===== src/rtl/dac_ref_ctrl.sv =====
module dac_ref_ctrl #(
  parameter int NCH      = 4,
  parameter int XFER_CYC = 32,
  parameter int REF_CYC  = 16,
  parameter int AW       = 8
) (
  input  logic              clk,
  input  logic              rst_n,
  input  logic              wr_en,
  input  logic [AW-1:0]     addr,
  input  logic [15:0]       wdata,
  input  logic [AW-1:0]     rd_addr,
  output logic [15:0]       rdata,
  output logic [NCH-1:0]    dac_load,
  output logic [16*NCH-1:0] dac_word,
  output logic              ref_load,
  output logic              ref_pos
);
  localparam int CW = $clog2(XFER_CYC + 1);
  localparam int RW = $clog2(REF_CYC + 1);
  localparam logic [AW-1:0] A_CTL = AW'(8'h20);
  localparam logic [AW-1:0] A_REF = AW'(8'h2C);
  localparam int A_SET = 'h38;

  logic           ctl_en, sgn_fmt;
  logic [NCH-1:0] ch_en, busy, pend_v;
  logic [RW-1:0]  ref_cnt;
  logic           ref_sel;
  logic [15:0]    status;

  wire       ctl_wr = wr_en && addr == A_CTL;
  wire [2:0] grp    = wdata[6:4];
  wire       gbl_wr = ctl_wr && grp == 3'd0;
  wire       flush  = gbl_wr && wdata[2];
  wire [15:0] wv    = sgn_fmt ? (wdata ^ 16'h8000) : wdata;

  always_ff @(posedge clk) begin
    if (!rst_n) begin
      ctl_en  <= 1'b0;
      sgn_fmt <= 1'b0;
      ch_en   <= '0;
    end else if (ctl_wr) begin
      if (gbl_wr) begin
        ctl_en  <= wdata[0];
        sgn_fmt <= wdata[1];
      end
      for (int x = 0; x < NCH; x++)
        if (grp == 3'(x + 2)) ch_en[x] <= wdata[0];
    end
  end

  for (genvar g = 0; g < NCH; g++) begin : g_ch
    logic [CW-1:0] cnt;
    logic [15:0]   cur, nxt, word;
    logic          pend, load;
    wire hit = wr_en && addr == AW'(A_SET + 2 * g) && ctl_en && ch_en[g];

    always_ff @(posedge clk) begin
      if (!rst_n) begin
        cnt  <= '0;
        cur  <= '0;
        nxt  <= '0;
        word <= '0;
        pend <= 1'b0;
        load <= 1'b0;
      end else begin
        load <= 1'b0;
        if (cnt == '0) begin
          if (hit) begin
            cnt <= CW'(XFER_CYC);
            cur <= wv;
          end
        end else if (cnt == CW'(1)) begin
          load <= 1'b1;
          word <= cur;
          if (pend) begin
            cnt  <= CW'(XFER_CYC);
            cur  <= nxt;
            pend <= hit;
            if (hit) nxt <= wv;
          end else if (hit) begin
            cnt <= CW'(XFER_CYC);
            cur <= wv;
          end else begin
            cnt <= '0;
          end
        end else begin
          cnt <= cnt - CW'(1);
          if (hit) begin
            pend <= 1'b1;
            nxt  <= wv;
          end
        end
        if (flush) pend <= 1'b0;
      end
    end

    assign busy[g]              = cnt != '0;
    assign pend_v[g]            = pend;
    assign dac_load[g]          = load;
    assign dac_word[16*g +: 16] = word;
  end

  wire ref_go = wr_en && addr == A_REF && wdata[7] && ref_cnt == '0;

  always_ff @(posedge clk) begin
    if (!rst_n) begin
      ref_cnt  <= '0;
      ref_sel  <= 1'b0;
      ref_load <= 1'b0;
      ref_pos  <= 1'b0;
    end else begin
      ref_load <= 1'b0;
      if (ref_go) begin
        ref_cnt <= RW'(REF_CYC);
        ref_sel <= wdata[8];
      end else if (ref_cnt == RW'(1)) begin
        ref_cnt  <= '0;
        ref_load <= 1'b1;
        ref_pos  <= ref_sel;
      end else if (ref_cnt != '0) begin
        ref_cnt <= ref_cnt - RW'(1);
      end
    end
  end

  always_comb begin
    status             = '0;
    status[0]          = |pend_v;
    status[1]          = ref_cnt != '0;
    status[4 +: NCH]   = busy;
  end

  assign rdata = (rd_addr == A_CTL) ? status : 16'h0000;
endmodule


===== config.mk =====
export PLATFORM = sky130hd
export DESIGN_NAME = dac_ref_ctrl
export DESIGN_NICKNAME = d
export VERILOG_FILES = /design/src/rtl/dac_ref_ctrl.sv
export SDC_FILE = /design/constraint.sdc
export NUM_CORES = 1
export LEC_CHECK = 0
export BUFFER_PORTS_ARGS = -buffer_cell sky130_fd_sc_hd__buf_4
export CAP_MARGIN = 15
export CORE_MARGIN = 2
export CORE_UTILIZATION = 50
export CTS_CLUSTER_SIZE = 16
export DETAILED_ROUTE_END_ITERATION = 10
export HOLD_SLACK_MARGIN = 0.03
export PLACE_DENSITY = 0.79
export RECOVER_POWER = 50
export SYNTH_ARGS = -nofsm -noshare
export SYNTH_HDL_FRONTEND = slang
export SYNTH_SLANG_ARGS = --single-unit

===== constraint.sdc =====
create_clock -name clk -period 2.9 [get_ports clk]
set_input_delay 0.145 -clock clk [delete_from_list [all_inputs] [get_ports clk]]
set_output_delay 0.145 -clock clk [all_outputs]
set_load 0.05 [all_outputs]

==> flow_summary.yaml <==
clock_network:
  cts_sinks: 238
  clk_latency_ns: 0.52
  cts-root-buf: "clkbuf_16"
  htree_levels: 1
  cts_tree: "built"
  numCtsBuffers: 24
  clk_pin_slew_ns: 0.06
  cts_setup_buffers: 0
  clockBufferDepth: 3
status:
  status: "complete, no violations"
synth:
  syn_area_um2: 10980
  synth-edff-count: 0
  synth_top_cell_by_area: "dfxtp_1"
  synth_area_leaders: "dfxtp_1 43%, a21oi_1 11%, nand2_1 5.3%"
  ys.flop_type: "dfxtp_1"
  synth-warning-count: 0
  synth.top_cell.area_share_pct: 43.40
  synth_cells: 1328
  syn_area_per_cell_um2: 8.267
  ys_types: 62
  ys_seq_area_share_pct: 43.40
  ys_seq_elements: 238
  synthArstFlopShare_pct: 0
timing:
  slew_violations: 0
  report.final.setup_viol: 0
  slew_headroom_pct: 24.24
  rsz0062_at_grt: "false"
  hold_violations: 0
  min_period_ns: 2.474
  fin_worst_skew_ns: 0.006997
  worstMarginPinSlew_ns: 1.121
  finalCritPeriodShare_pct: 85.31
  fmax_mhz: 404.2
  fin_tns_setup_ns: 0
critical_path:
  regToRegStartpoint: "g_ch[0].cnt[3]$_SDFFE_PN0P_"
  cp.arrival_ns: 2.89
  crit_fanout: 17
  cp.required_ns: 3.31
  critical_path_class: "register to register"
  crit_start: "g_ch[0].cnt[3]$_SDFFE_PN0P_"
  cp-start-kind: "register"
  worstSetupEndpointType: "register"
global_route:
  grt_max_degree: 83
  grt_pass1_vias: 9274
  grt_pass1_wl_mm: 46.64
  grt_usage_pct: 23.77
  grt-ovfl-total: 0
  antenna_found_initial: 0
floorplanning:
  die_w_um: 152.2
  rows: 54
  die_h_um: 152.2
  core_um2: 21690
  die_area_um2: 23160
  boundaryPins: 121
  initial_utilization_pct: 50.62
routing:
  drt_pass1_iterations: 6
  drc_errors: 0
  wirelength_mm: 29.12
  via_per_inst: 5.929
  drt_iter0_markers: 897
  vias: 9954
  ant_nets: 0
  wl_per_cell_um: 17.34
job:
  maxCapViolations: 0
pwr:
  p_per_area_nw_per_um2: 832.1
  p_clk_share_pct: 31.2
  p_seq_share_pct: 34.9
  leakagePower_uw: 0.004117
  ir_drop_v: 0.0004102
  intPower_uw: 6635
  switching_share_pct: 36.11
  netSwitchingPower_uw: 3750
  combPwrFrac_pct: 33.9
hold_path:
  hp-class: "input port to register"
  hold_start: "addr[3]"
placement:
  portBuffers: 110
  hpwl_mm: 18.15
  gp_congestion: 0.8213
  placed_cell_area_um2: 11800
cells_and_area:
  num_antenna_cells: 0
  final_util_pct: 57.55
  stdcell_area_um2: 12480
  areaGrowthSynthToFinish_pct: 13.69
  fillers: 1943
  drive_above_1_share_pct: 8.792
  nNetsFinal: 1434
-- final timing paths --
kind,slack [ns],cells past startpoint,to
min,0.11,5,ch_en[0]$_SDFFE_PN0P_
max reg2reg,0.43,4,g_ch[0].cur[5]$_SDFFE_PN0P_
max,0.43,4,g_ch[0].cur[5]$_SDFFE_PN0P_
min reg2reg,0.45,2,g_ch[1].word[15]$_SDFFE_PN0P_
-- placed cells by master, fill, tap and decap left out, types with 25 or more instances in the layout --
cell and count:
buf_4 62, clkbuf_16 25, nand2b_1 49, o32ai_1 45, a21oi_1 241, o31a_1 45
dfxtp_1 238, nor2_1 43, o21ai_0 69, inv_1 58, nand2_1 155, nand3_1 69
clkbuf_1 78
-- sequential cells by signal, indices dropped and copies added (netlist names), 4 cells and up --
name / count
g_ch.word: 64
g_ch.load: 4
g_ch.pend: 4
ref_cnt: 5
g_ch.cur: 64
g_ch.cnt: 24
ch_en: 4
g_ch.nxt: 64
-- metal layers --
| metal | vias up | GRT usage, % | share of wire, % |
|---|---|---|---|
| met3 | 74 | 3.754 | 6.5 |
| met2 | 353 | 40.26 | 48 |
| met1 | 4723 | 30.71 | 42 |
| met5 | - | 0 | 0 |
| met4 | 0 | 8.856 | 3.4 |
| li1 | 4804 | - | - |
-- cell usage after synthesis, types with 5 or more instances --
| master | n |
|---|---|
| a21oi_1 | 241 |
| dfxtp_1 | 238 |
| nand2_1 | 154 |
| clkbuf_1 | 84 |
| nand3_1 | 69 |
| o21ai_0 | 68 |
| inv_1 | 58 |
| nand2b_1 | 49 |
| o31a_1 | 45 |
| o32ai_1 | 45 |
| nor2_1 | 43 |
| buf_2 | 25 |
| o21a_1 | 20 |
| buf_4 | 19 |
| ha_1 | 14 |
| o221a_1 | 10 |
| xnor2_1 | 10 |
| nor3_1 | 8 |
| and2_1 | 7 |
| mux2i_1 | 7 |
| nand4_1 | 7 |
| nor2b_1 | 7 |
| and4_1 | 6 |
| o31ai_1 | 6 |
| a31oi_1 | 5 |
| o221a_2 | 5 |
-- kinds of logic after synthesis --
group	count (synthesis)	share of synthesized area [%]
muxes	7	0.6383
AOI/OAI and AO/OA	476	27.31
and+or+nand+nor	388	18.41
DFF	238	43.40
adders and majority gates	14	1.596
other	1	0.03416
buffers and inverters	190	7.499
xor gates and xnor gates	14	1.117
-- repair_timing --
item,CTS,global route
hold endpoints to repair,69,0
gates resized for setup,0,0
hold buffers,15,0
-- worst max-delay path, stage by stage (launching register included) --
cell,delay (ns)
dfxtp_1,0.38
nor4_4,0.57
o21a_1,0.53
nand2_1,0.47
o221a_2,0.42
-- stage by stage --
stage | hold WS (ns) | total power [uW] | worst slack, ns | std cells
6_report | 0.1124 | 10390 | 0.4261 | 1679
5_1_grt | 0.1125 | 10920 | 0.2674 | 1679
4_1_cts | 0.06359 | 10440 | 0.6135 | 1678
3_5_place_dp | 0.4475 | 7178 | 0.5848 | 1623
3_3_place_gp | 0.4386 | 7077 | 0.7134 | 1623
2_1_floorplan | 0.3654 | 6480 | 0.9377 | 1337
-- power groups by stage --
stage               Sequential (uW)  Combinational [uW]  Clock (uW)
floorplan                      3660                2820           0
detailed placement             3700                3480           0
CTS                            3620                3520        3290
global placement               3680                3390           0
global route                   3650                3880        3400
finish                         3630                3520        3240
-- area by class of cell --
type	instances	area [um2]	share of cell area [%]
Clock buffer	35	723.2	5.794
Multi-Input combinational cell	909	5398	43.25
Sequential cell	238	4765	38.18
Timing Repair Buffer	153	920.9	7.378
Tap cell	280	350.3	2.807
Inverter	59	224.0	1.794
Clock inverter	5	100.1	0.8020
(Power assumes the default switching activity.)
